`config.mk`:
```
export PLATFORM = sky130hd
export DESIGN_NAME = irq_vector_ctrl
export DESIGN_NICKNAME = d
export VERILOG_FILES = /design/src/rtl/ivc_pkg.sv /design/src/rtl/ivc_addr_dec.sv /design/src/rtl/ivc_group.sv /design/src/rtl/ivc_prio_enc.sv /design/src/rtl/irq_vector_ctrl.sv
export SDC_FILE = /design/constraint.sdc
export NUM_CORES = 1
export LEC_CHECK = 0
export ABC_AREA = 1
export BUFFER_PORTS_ARGS = -buffer_cell sky130_fd_sc_hd__buf_2
export CAP_MARGIN = 10
export CORE_ASPECT_RATIO = 1.2
export CORE_UTILIZATION = 45
export CTS_BUF_LIST = sky130_fd_sc_hd__clkbuf_8
export CTS_CLUSTER_SIZE = 20
export DETAILED_ROUTE_END_ITERATION = 10
export GPL_ROUTABILITY_DRIVEN = 0
export GPL_TIMING_DRIVEN = 0
export PLACE_DENSITY_LB_ADDON = 0.12
export SLEW_MARGIN = 20
export SYNTH_ARGS = -nofsm -noshare
export SYNTH_HDL_FRONTEND = slang
export SYNTH_SLANG_ARGS = --single-unit
export TNS_END_PERCENT = 30
```
`constraint.sdc`:
```
create_clock -name clk -period 7.27 [get_ports clk]
set_clock_uncertainty 0.1 [all_clocks]
set_input_delay 1.454 -clock clk [delete_from_list [all_inputs] [get_ports clk]]
set_output_delay 1.454 -clock clk [all_outputs]
set_load 0.005 [all_outputs]
```
`src/rtl/ivc_pkg.sv`:
```
// Shared types for the vectored interrupt controller.
// Assumes at most four groups per register region (two address bits).
package ivc_pkg;

    // Which register an access selects.
    typedef enum logic [2:0] {
        SEL_NONE,
        SEL_VEC,
        SEL_PROT,
        SEL_TRIG,
        SEL_PEND,
        SEL_FAST,
        SEL_EN,
        SEL_MASK
    } reg_kind_e;

    typedef struct packed {
        reg_kind_e  kind;
        logic [1:0] grp;
    } reg_sel_t;

    localparam int unsigned TRIG_W = 2;

endpackage

```
`src/rtl/ivc_addr_dec.sv`:
```
// Address decoder: maps a byte address to a register kind and group index.
// Assumes NUM_GRP <= 4; unmapped or misaligned addresses yield SEL_NONE.
module ivc_addr_dec
    import ivc_pkg::*;
#(
    parameter int unsigned ADDR_W  = 8,
    parameter int unsigned NUM_GRP = 3
) (
    input  logic [ADDR_W-1:0] addr_i,
    output reg_sel_t          sel_o
);
    localparam int unsigned REGION_SHIFT = 4;

    logic [ADDR_W-1:0] high_part;
    logic [3:0]        region;
    logic [1:0]        slot;
    logic              aligned;
    logic              in_range;
    logic              grp_ok;

    assign high_part = addr_i >> 8;
    assign region    = 4'((addr_i >> REGION_SHIFT) & 'hF);
    assign slot      = addr_i[3:2];
    assign aligned   = (addr_i[1:0] == 2'b00);
    assign in_range  = (high_part == '0);
    assign grp_ok    = (32'(slot) < NUM_GRP);

    // Purpose: pick the register kind from the region and slot fields.
    always_comb begin
        sel_o.kind = SEL_NONE;
        sel_o.grp  = slot;
        if (aligned && in_range) begin
            unique case (region)
                4'h0: begin
                    if (slot == 2'd0)      sel_o.kind = SEL_VEC;
                    else if (slot == 2'd2) sel_o.kind = SEL_PROT;
                    else if (slot == 2'd3) sel_o.kind = SEL_TRIG;
                end
                4'h1: if (grp_ok) sel_o.kind = SEL_PEND;
                4'h2: if (grp_ok) sel_o.kind = SEL_FAST;
                4'h4: if (grp_ok) sel_o.kind = SEL_EN;
                4'h5: if (grp_ok) sel_o.kind = SEL_MASK;
                default: sel_o.kind = SEL_NONE;
            endcase
        end
    end

endmodule

```
`src/rtl/ivc_group.sv`:
```
// One group of interrupt sources: pending and fast-path latches (write-one-to-clear),
// enable and mask words. Assumes the write strobes are already qualified by protection.
module ivc_group #(
    parameter int unsigned GRP_W = 32
) (
    input  logic             clk,
    input  logic             rst_n,
    input  logic [GRP_W-1:0] src_i,
    input  logic [GRP_W-1:0] wdata_i,
    input  logic             wr_en_i,
    input  logic             wr_mask_i,
    input  logic             clr_pend_i,
    input  logic             clr_fast_i,
    output logic [GRP_W-1:0] pend_o,
    output logic [GRP_W-1:0] fast_o,
    output logic [GRP_W-1:0] en_o,
    output logic [GRP_W-1:0] mask_o,
    output logic [GRP_W-1:0] elig_o
);
    logic [GRP_W-1:0] pend_q, fast_q, en_q, mask_q;
    logic [GRP_W-1:0] pend_clr, fast_clr, fast_set;

    assign pend_clr = clr_pend_i ? wdata_i : '0;
    assign fast_clr = clr_fast_i ? wdata_i : '0;
    assign fast_set = src_i & en_q & mask_q;

    // Purpose: hold the enable and mask words written by software.
    always_ff @(posedge clk) begin
        if (!rst_n) begin
            en_q   <= '0;
            mask_q <= '0;
        end else begin
            if (wr_en_i)   en_q   <= wdata_i;
            if (wr_mask_i) mask_q <= wdata_i;
        end
    end

    // Purpose: latch active sources; a live source wins over a clear in the same cycle.
    always_ff @(posedge clk) begin
        if (!rst_n) begin
            pend_q <= '0;
            fast_q <= '0;
        end else begin
            pend_q <= (pend_q & ~pend_clr) | src_i;
            fast_q <= (fast_q & ~fast_clr) | fast_set;
        end
    end

    assign pend_o = pend_q;
    assign fast_o = fast_q;
    assign en_o   = en_q;
    assign mask_o = mask_q;
    assign elig_o = pend_q & en_q & ~mask_q;

    // bits written as one with no live source are gone after the edge
    a_r4_w1c_clears: assert property (@(posedge clk) disable iff (!rst_n)
        clr_pend_i |=> ((pend_q & $past(wdata_i & ~src_i)) == '0));

    // without a clear strobe no pending bit falls
    a_r4_zero_keeps: assert property (@(posedge clk) disable iff (!rst_n)
        !clr_pend_i |=> ((pend_q & $past(pend_q)) == $past(pend_q)));

    // a live source is pending on the next cycle regardless of clears
    a_r5_level_holds: assert property (@(posedge clk) disable iff (!rst_n)
        (src_i != '0) |=> ((pend_q & $past(src_i)) == $past(src_i)));

endmodule

```
`src/rtl/ivc_prio_enc.sv`:
```
// Lowest-index priority encoder over the flattened eligible vector.
// Clock and reset feed only the embedded checks.
module ivc_prio_enc #(
    parameter int unsigned N     = 96,
    parameter int unsigned IDX_W = $clog2(N)
) (
    input  logic             clk,
    input  logic             rst_n,
    input  logic [N-1:0]     req_i,
    output logic             valid_o,
    output logic [IDX_W-1:0] idx_o
);
    // Purpose: scan from the top so the lowest set index is the last one written.
    always_comb begin
        valid_o = |req_i;
        idx_o   = '0;
        for (int i = N - 1; i >= 0; i--) begin
            if (req_i[i]) idx_o = IDX_W'(i);
        end
    end

    // the chosen index is set and nothing below it is set
    a_r8_lowest_wins: assert property (@(posedge clk) disable iff (!rst_n)
        valid_o |-> (req_i[idx_o] && ((req_i & ~({N{1'b1}} << idx_o)) == '0)));

endmodule

```
`src/rtl/irq_vector_ctrl.sv`:
```
// Vectored interrupt controller: register file, group latches, priority vector and IRQ.
// Assumes a single-cycle register bus; read data is combinational from the address.
module irq_vector_ctrl
    import ivc_pkg::*;
#(
    parameter int unsigned NUM_GRP = 3,
    parameter int unsigned GRP_W   = 32,
    parameter int unsigned ADDR_W  = 8
) (
    input  logic                       clk,
    input  logic                       rst_n,
    input  logic [NUM_GRP*GRP_W-1:0]   src_i,
    input  logic [ADDR_W-1:0]          bus_addr_i,
    input  logic                       bus_wen_i,
    input  logic [GRP_W-1:0]           bus_wdata_i,
    output logic [GRP_W-1:0]           bus_rdata_o,
    input  logic                       priv_i,
    output logic                       irq_o
);
    localparam int unsigned NUM_SRC = NUM_GRP * GRP_W;
    localparam int unsigned ID_W    = $clog2(NUM_SRC);
    localparam int unsigned VEC_PAD = GRP_W - ID_W - 2;

    reg_sel_t sel;
    logic     wr_ok;
    logic     prot_q;
    logic [TRIG_W-1:0] trig_q;
    logic [ID_W-1:0]   vec_id_q;
    logic              irq_q;

    logic [NUM_SRC-1:0] pend_all, fast_all, en_all, mask_all, elig_all;
    logic               enc_valid;
    logic [ID_W-1:0]    enc_idx;

    ivc_addr_dec #(.ADDR_W(ADDR_W), .NUM_GRP(NUM_GRP)) u_dec (
        .addr_i (bus_addr_i),
        .sel_o  (sel)
    );

    // Writes pass when protection is off or the access is privileged.
    assign wr_ok = bus_wen_i && (!prot_q || priv_i);

    for (genvar g = 0; g < NUM_GRP; g++) begin : g_grp
        logic hit;
        assign hit = wr_ok && (32'(sel.grp) == g);

        ivc_group #(.GRP_W(GRP_W)) u_grp (
            .clk        (clk),
            .rst_n      (rst_n),
            .src_i      (src_i[g*GRP_W +: GRP_W]),
            .wdata_i    (bus_wdata_i),
            .wr_en_i    (hit && sel.kind == SEL_EN),
            .wr_mask_i  (hit && sel.kind == SEL_MASK),
            .clr_pend_i (hit && sel.kind == SEL_PEND),
            .clr_fast_i (hit && sel.kind == SEL_FAST),
            .pend_o     (pend_all[g*GRP_W +: GRP_W]),
            .fast_o     (fast_all[g*GRP_W +: GRP_W]),
            .en_o       (en_all[g*GRP_W +: GRP_W]),
            .mask_o     (mask_all[g*GRP_W +: GRP_W]),
            .elig_o     (elig_all[g*GRP_W +: GRP_W])
        );
    end

    ivc_prio_enc #(.N(NUM_SRC), .IDX_W(ID_W)) u_enc (
        .clk     (clk),
        .rst_n   (rst_n),
        .req_i   (elig_all),
        .valid_o (enc_valid),
        .idx_o   (enc_idx)
    );

    // Purpose: hold the protection and trigger-type control words.
    always_ff @(posedge clk) begin
        if (!rst_n) begin
            prot_q <= 1'b0;
            trig_q <= '0;
        end else if (wr_ok) begin
            if (sel.kind == SEL_PROT) prot_q <= bus_wdata_i[0];
            if (sel.kind == SEL_TRIG) trig_q <= bus_wdata_i[TRIG_W-1:0];
        end
    end

    // Purpose: register the winning source and request one cycle after pending.
    always_ff @(posedge clk) begin
        if (!rst_n) begin
            vec_id_q <= '0;
            irq_q    <= 1'b0;
        end else begin
            vec_id_q <= enc_valid ? enc_idx : '0;
            irq_q    <= enc_valid;
        end
    end

    assign irq_o = irq_q;

    // Purpose: return the selected register; unmapped addresses read zero.
    always_comb begin
        bus_rdata_o = '0;
        unique case (sel.kind)
            SEL_VEC:  bus_rdata_o = {{VEC_PAD{1'b0}}, vec_id_q, 2'b00};
            SEL_PROT: bus_rdata_o = GRP_W'(prot_q);
            SEL_TRIG: bus_rdata_o = GRP_W'(trig_q);
            SEL_PEND: bus_rdata_o = pend_all[sel.grp*GRP_W +: GRP_W];
            SEL_FAST: bus_rdata_o = fast_all[sel.grp*GRP_W +: GRP_W];
            SEL_EN:   bus_rdata_o = en_all[sel.grp*GRP_W +: GRP_W];
            SEL_MASK: bus_rdata_o = mask_all[sel.grp*GRP_W +: GRP_W];
            default:  bus_rdata_o = '0;
        endcase
    end

    // a raised request traces back to an enabled pending source
    a_r6_irq_needs_enabled: assert property (@(posedge clk) disable iff (!rst_n)
        irq_o |-> ($past(pend_all & en_all) != '0));

    // a raised request traces back to an unmasked pending source
    a_r7_irq_needs_unmasked: assert property (@(posedge clk) disable iff (!rst_n)
        irq_o |-> ($past(pend_all & ~mask_all) != '0));

    // an unprivileged write under protection leaves enable and mask alone
    a_r10_prot_blocks: assert property (@(posedge clk) disable iff (!rst_n)
        (prot_q && bus_wen_i && !priv_i) |=> ($stable(en_all) && $stable(mask_all)));

endmodule

```
==> results of run 1 <==
==> area by class of cell <==
cell class / instances / area (µm²) / area share, %
antenna: 1 / 2.50 / 0.0114
clock inverter: 34 / 178 / 0.812
timing repair buffer: 176 / 891 / 4.07
inverter: 401 / 1680 / 7.66
clock buffer: 86 / 1180 / 5.41
buffer: 155 / 637 / 2.91
sequential: 395 / 7910 / 36.2
multi-input combinational: 1708 / 8720 / 39.9
tap: 539 / 674 / 3.08
==> logic make-up (layout without fill, tap and decap cells) <==
kind of cell | Yosys count | after routing | share of synthesized area [%]
fa+ha+maj | 4 | 4 | 0.267
other cells | 0 | 1 | 0
simple gates | 562 | 562 | 13.1
compound gates | 1142 | 1142 | 32.5
buf+inv | 557 | 852 | 12.0
flops | 395 | 395 | 42.1
==> where the power goes <==
group	leakage (nW)	switching [mW]	total (mW)	internal [mW]
combinational	4.67	0.242	0.338	0.0959
sequential	3.21	0.0273	2.23	2.20
clock	0.777	0.987	2.08	1.10
==> Yosys cell counts (all sizes together) <==
cell type / instances / area share [%]
nor3: 38 / 1.0
nand4: 1 / 0.033
a221oi: 7 / 0.33
o21ai: 457 / 12
a32o: 3 / 0.16
clkbuf: 151 / 3.0
dfxtp: 395 / 42
nand2: 246 / 4.9
a211oi: 23 / 0.92
a21oi: 527 / 14
o2111ai: 2 / 0.093
o22ai: 67 / 2.2
a31oi: 6 / 0.20
clkinv: 4 / 0.080
buf: 5 / 0.10
a41oi: 2 / 0.093
o211ai: 5 / 0.20
o41ai: 1 / 0.047
a32oi: 6 / 0.28
a2111oi: 1 / 0.047
nor4: 4 / 0.13
o221ai: 21 / 0.98
inv: 385 / 7.7
a311oi: 1 / 0.047
o31ai: 3 / 0.12
nand3: 175 / 5.1
o311ai: 2 / 0.093
ha: 4 / 0.27
o21bai: 3 / 0.12
a221o: 5 / 0.27
bufinv: 12 / 1.1
nor2: 98 / 2.0
==> metrics by stage <==
step                      hold WS, ps  instances  util (%)  setup TNS (ps)
after detailed placement          347       3371      49.6          -76510
after floorplan                   324       2660         -               0
after global placement            344       3371      49.6          -74740
after global routing              381       3495      53.4            -152
final                             355       3495      53.4           -65.5
after CTS                         356       3490      53.1               0
==> what timing repair did <==
action                                 CTS  global route
setup buffers                            0             4
endpoints found under the hold margin    0             0
pin swaps                                0             7
gates resized for setup                 32            70
setup endpoints to repair               32            31
==> worst max-delay path: stages <==
cell      delay, ps
buf_2           240
clkbuf_4        310
clkinv_4        190
clkbuf_4        290
ha_1            330
nor3_1           50
nor3_1          290
inv_1           120
nand2_1         190
a21oi_4         170
inv_1           120
clkbuf_1        910
a221o_1         430
a21oi_1         100
nor2_1          360
buf_2           190
==> sequential cells by signal, indices dropped and copies added, names as in the netlist <==
signal	cells
irq_o	1
vec_id_q	7
g_grp.u_grp.en_o	96
g_grp.u_grp.pend_o	96
trig_q	2
prot_q	1
g_grp.u_grp.mask_o	96
g_grp.u_grp.fast_o	96
==> layer usage <==
| metal | part of all wire [%] | wire (µm) |
|---|---|---|
| met2 | 43 | 37600 |
| met5 | 0 | 0 |
| met4 | 7.4 | 6510 |
| met3 | 13 | 11100 |
| met1 | 37 | 32500 |
==> worst max path at each step <==
stage / start / end / cells after the start
5_1_grt: g_grp[2].u_grp.mask_o[30] / vec_id_q[0] / 96
4_1_cts: bus_addr_i[3] / bus_rdata_o[8] / 19
2_1_floorplan: bus_addr_i[2] / bus_rdata_o[0] / 19
6_report: bus_addr_i[3] / bus_rdata_o[31] / 16
3_5_place_dp: bus_addr_i[2] / bus_rdata_o[8] / 21
3_3_place_gp: bus_addr_i[2] / bus_rdata_o[8] / 21
==> flow_metrics.env, run 1 <==
export IMPL_status="finished, violations left"
export IMPL_violations="negative setup slack"
export IMPL_syn_nets=2804
export IMPL_cts_buffers=69
export IMPL_nFillCells=4155
export IMPL_hold_viol_final=0
export IMPL_root_buffer="clkbuf_8"
export IMPL_ir_drop_mv=0.173
export IMPL_areaGrowthSynthToFinish_pct=16.5
export IMPL_wire_per_inst_um=25.1
export IMPL_viasPerCell=6.22
export IMPL_grt_max_degree=12
export IMPL_power_density_mw_per_mm2=213
export IMPL_fmaxAchievable_ghz=0.136
export IMPL_crit_path_start_kind="input port"
export IMPL_top_usage_layer="met2"
export IMPL_ys_seq_area_share_pct=42.1
export IMPL_grt_pass1_wl_um=126000
export IMPL_min_period_ps=7340
export IMPL_vias=21749
export IMPL_slew_headroom_pct=18.0
export IMPL_ys_warn_count=0
export IMPL_core_mm2=0.0409
export IMPL_drv_cap=0
export IMPL_setup_slack_ps=-65.5
export IMPL_grtUsageTotal_pct=40.2
export IMPL_dp_hpwl_um=61900
export IMPL_pin_count=173
export IMPL_die_y_um=226
export IMPL_drv_slew=0
export IMPL_setup_violations=1
export IMPL_antenna_found_initial=1
export IMPL_drt_iter0_markers=2916
export IMPL_ant_nets=0
export IMPL_clk_pin_slew_ps=60
export IMPL_portBuffers=172
export IMPL_nets=3050
export IMPL_critPathKind="input port to output pin"
export IMPL_power_leakage_nw=8.66
export IMPL_rsz0062_at_grt="yes"
export IMPL_power_mw=4.65
export IMPL_r2r_start="g_grp[2].u_grp.mask_o[30]"
export IMPL_final_cell_mix="a21oi_1, o21ai_0, dfxtp_1"
export IMPL_stdcell_area_mm2=0.0219
export IMPL_clk_latency_ps=680
export IMPL_worstPathRequired_ps=5720
export IMPL_pre_cts_slack_ps=-2030
export IMPL_met2_usage_pct=61.7
export IMPL_hold_depth=2
export IMPL_drive_above_1_share_pct=12.8
export IMPL_hp_start="trig_q[0]"
export IMPL_crit_fanout=11
export IMPL_placed_area_mm2=0.0203
export IMPL_grt_pass1_vias=20577
export IMPL_cts_htree_levels=3
export IMPL_ys_ff_latch=395
export IMPL_start_util_pct=45.9
export IMPL_ff2ff_setup_slack_ps=630
export IMPL_ff2ff_path_depth=96
export IMPL_cts_buffer_depth=3
export IMPL_netlist_area_mm2=0.0188
export IMPL_cts_hold_buffers_added=0
export IMPL_r2r_end="vec_id_q[0]"
export IMPL_overflow=0
export IMPL_num_rows=81
export IMPL_hp_class="register to register"
export IMPL_firstDrtPassIters=6
export IMPL_cts_tree="built"
export IMPL_layout_commonest_cell="a21oi_1"
export IMPL_drt_wl_total_um=87600
export IMPL_synth_cell_type_count=37
export IMPL_critPathArrivalTime_ps=5780
export IMPL_grtUsageMet1_pct=49.1
export IMPL_use_met3_pct=10.6
export IMPL_drc=0
export IMPL_syn_inst=2660
export IMPL_clkSinkCount=395
export IMPL_critPathCaptureType="output pin"
export IMPL_die_w_um=188
export IMPL_die_area_mm2=0.0425
export IMPL_period_share_pct=101
export IMPL_min_to="trig_q[0]"
export IMPL_syn_avg_cell_area_um2=7.06
export IMPL_tightest_slew_ps=1230
Note: power is estimated with default switching activity, not from simulation.
==> run 2: changes to the inputs <==
--- a/config.mk
+++ b/config.mk
@@ -19,5 +19,6 @@
 export SLEW_MARGIN = 20
 export SYNTH_ARGS = -nofsm -noshare
 export SYNTH_HDL_FRONTEND = slang
+export SYNTH_HIERARCHICAL = 1
 export SYNTH_SLANG_ARGS = --single-unit
 export TNS_END_PERCENT = 30
==> constraint.sdc (replaced) <==
create_clock -name clk -period 7.3 [get_ports clk]
set_clock_uncertainty 0.1 [all_clocks]
set_input_delay 1.46 -clock clk [delete_from_list [all_inputs] [get_ports clk]]
set_output_delay 1.46 -clock clk [all_outputs]
set_load 0.005 [all_outputs]
==> run 2 against run 1 <==
Against the previous run: critical path type is now register to register; setup slack improved by 860 ps; die area up 9.9%; largest power group unchanged; clock power grew 6%; the run now ends clean; first-iteration DRC count up 9.1%.
==> flow_metrics.env, run 2 <==
export IMPL_critPathKind="register to register"
export IMPL_critPathCaptureType="register"
export IMPL_setup_slack_ps=790
export IMPL_synthFlopType="dfxtp_1"
export IMPL_pin_count=173
export IMPL_synth_cell_type_count=38
export IMPL_nets=3702
export IMPL_register_area_mm2=0.00791
export IMPL_post_place_cells=4095
export IMPL_drive_above_1_share_pct=13.3
export IMPL_layout_commonest_cell="nand2_1"
export IMPL_hold_viol_final=0
export IMPL_clk_pin_slew_ps=60
export IMPL_drc=0
export IMPL_clkSinkCount=395
export IMPL_grt_max_degree=15
export IMPL_firstDrtPassIters=8
export IMPL_pre_cts_slack_ps=944
export IMPL_crit_family="simple AND/OR/NAND/NOR gates"
export IMPL_ys_warn_count=6
export IMPL_areaGrowthSynthToFinish_pct=15.1
export IMPL_grtUsageTotal_pct=38.4
export IMPL_grt_pass1_wl_um=133000
export IMPL_start_util_pct=45.8
export IMPL_critPathBufInv=2
export IMPL_dp_hpwl_um=64900
export IMPL_nFillCells=4709
export IMPL_yosys_top_cells_area="dfxtp_1, nand2_1, nor2_1"
export IMPL_drv_slew=0
export IMPL_min_period_ps=6510
export IMPL_slowest_stage="dfxtp_1"
export IMPL_cts_buffer_depth=3
export IMPL_cts_buffers=70
export IMPL_ir_drop_mv=0.142
export IMPL_netlist_area_mm2=0.0207
export IMPL_hp_class="register to register"
export IMPL_synth_edf_count=0
export IMPL_crit_fanout=4
export IMPL_syn_nets=3458
export IMPL_status="complete, no violations"
export IMPL_finalSetupTns_ps=0
export IMPL_synth_most_common_cell="nand2_1"
export IMPL_stdcell_count=4219
export IMPL_syn_inst=3314
export IMPL_synth_async_reset_ratio_pct=0
export IMPL_clk_latency_ps=660
export IMPL_cts_hold_buffers_added=0
export IMPL_setup_violations=0
export IMPL_power_mw=4.81
export IMPL_ant_nets=0
export IMPL_drv_cap=0
export IMPL_critPathArrivalTime_ps=6940
export IMPL_vias=23673
export IMPL_ys_seq_area_share_pct=38.3
export IMPL_cts_htree_levels=3
export IMPL_cpMostUsedCell="nand2_1"
export IMPL_drt_wl_total_um=90600
export IMPL_slew_headroom_pct=27.5
export IMPL_fmaxAchievable_ghz=0.154
export IMPL_syn_avg_cell_area_um2=6.23
export IMPL_drt_iter0_markers=3182
export IMPL_core_mm2=0.0451
export IMPL_hold_ws_ps=360
export IMPL_die_y_um=237
export IMPL_wire_per_inst_um=21.5
export IMPL_period_share_pct=89.2
export IMPL_root_buffer="clkbuf_8"
export IMPL_crit_path_start_kind="register"
export IMPL_tightest_slew_ps=1080
export IMPL_die_area_mm2=0.0468
export IMPL_viasPerCell=5.61
export IMPL_die_w_um=198
export IMPL_worstPathRequired_ps=7730
export IMPL_overflow=0
export IMPL_cts_tree="built"
export IMPL_synth_common_cells="nand2_1, nor2_1, dfxtp_1"
export IMPL_num_rows=85
export IMPL_grt_pass1_vias=22176
export IMPL_multiInputGateArea_mm2=0.0107
export IMPL_portBuffers=172
export IMPL_netlist_area_leader_share_pct=38.3
export IMPL_power_leakage_nw=10.7
export IMPL_slowest_delay_ps=430
export IMPL_final_cell_mix="nand2_1, nor2_1, dfxtp_1"
export IMPL_antenna_found_initial=3
export IMPL_rsz0062_at_grt="no"
export IMPL_power_density_mw_per_mm2=202
export IMPL_ys_ff_latch=395
export IMPL_yosysTopAreaCell="dfxtp_1"
## run 2: cell count changes after synthesis, moves of 31 or more
cell	previous run	this run
nand2_1	246	1029
nor2_1	97	646
o21ai_0	457	160
a21oi_1	526	243
clkbuf_1	151	16
inv_1	356	239
buf_2	0	85
nand4_1	1	83
o21ai_1	0	72
o22ai_1	67	0
buf_6	0	32
nor3_1	38	7
## run 2: layer usage
layer | wire length, µm | vias to the layer above | global-route usage (%)
met4 | 6360 | 2 | 25.7
met3 | 9590 | 370 | 7.76
met1 | 34600 | 10820 | 47.0
li1 | - | 11014 | -
met5 | 14 | - | 0
met2 | 40100 | 1467 | 60.6
## run 2: cell families (layout without fill, tap and decap cells)
family | after synthesis | in the layout | synth area share, %
AO/OA/AOI/OAI | 495 | 495 | 12.3
adder cells (fa/ha/maj) | 4 | 4 | 0.242
buffers and inverters | 423 | 717 | 9.95
flip-flops | 395 | 395 | 38.3
other | 0 | 2 | 0
AND/OR/NAND/NOR | 1997 | 1997 | 39.2
## run 2: path summary, 6_finish.rpt
kind	start	endpoint	slack [ps]	cells past startpoint
min	g_grp[0].u_grp/fast_o[23]	g_grp[0].u_grp/fast_o[23]	360	2
max reg2reg	g_grp[2].u_grp/en_o[30]	vec_id_q[0]	790	99
min reg2reg	g_grp[0].u_grp/fast_o[23]	g_grp[0].u_grp/fast_o[23]	360	2
max	g_grp[2].u_grp/en_o[30]	vec_id_q[0]	790	99
## run 2: metrics by stage
step	utilization [%]	area [µm²]
4_1_cts	52.7	23800
6_report	52.7	23800
3_3_place_gp	49.4	22300
5_1_grt	52.7	23800
2_1_floorplan	-	20700
3_5_place_dp	49.4	22300
## run 2: power by group
part / switching, mW / internal, mW
clock network: 0.995 / 1.21
logic: 0.263 / 0.106
registers: 0.0365 / 2.19
## run 2: what timing repair did
item,4_1_cts,5_1_grt
setup buffers,0,0
setup endpoints to repair,0,1
resized for setup,0,1
## run 2: tightest hold or removal path: stages, from the launching register on
cell,delay [ps]
dfxtp_1,300
nand2_1,60
a21oi_1,50
## run 2: final cells by class
class,instances,area share [%]
multi-input combinational,2496,45.0
clock buffer,97,5.62
sequential,395,33.3
buffer,165,4.44
clock inverter,25,0.616
tap,609,3.21
timing repair buffer,172,3.62
antenna,2,0.0211
inverter,258,4.20
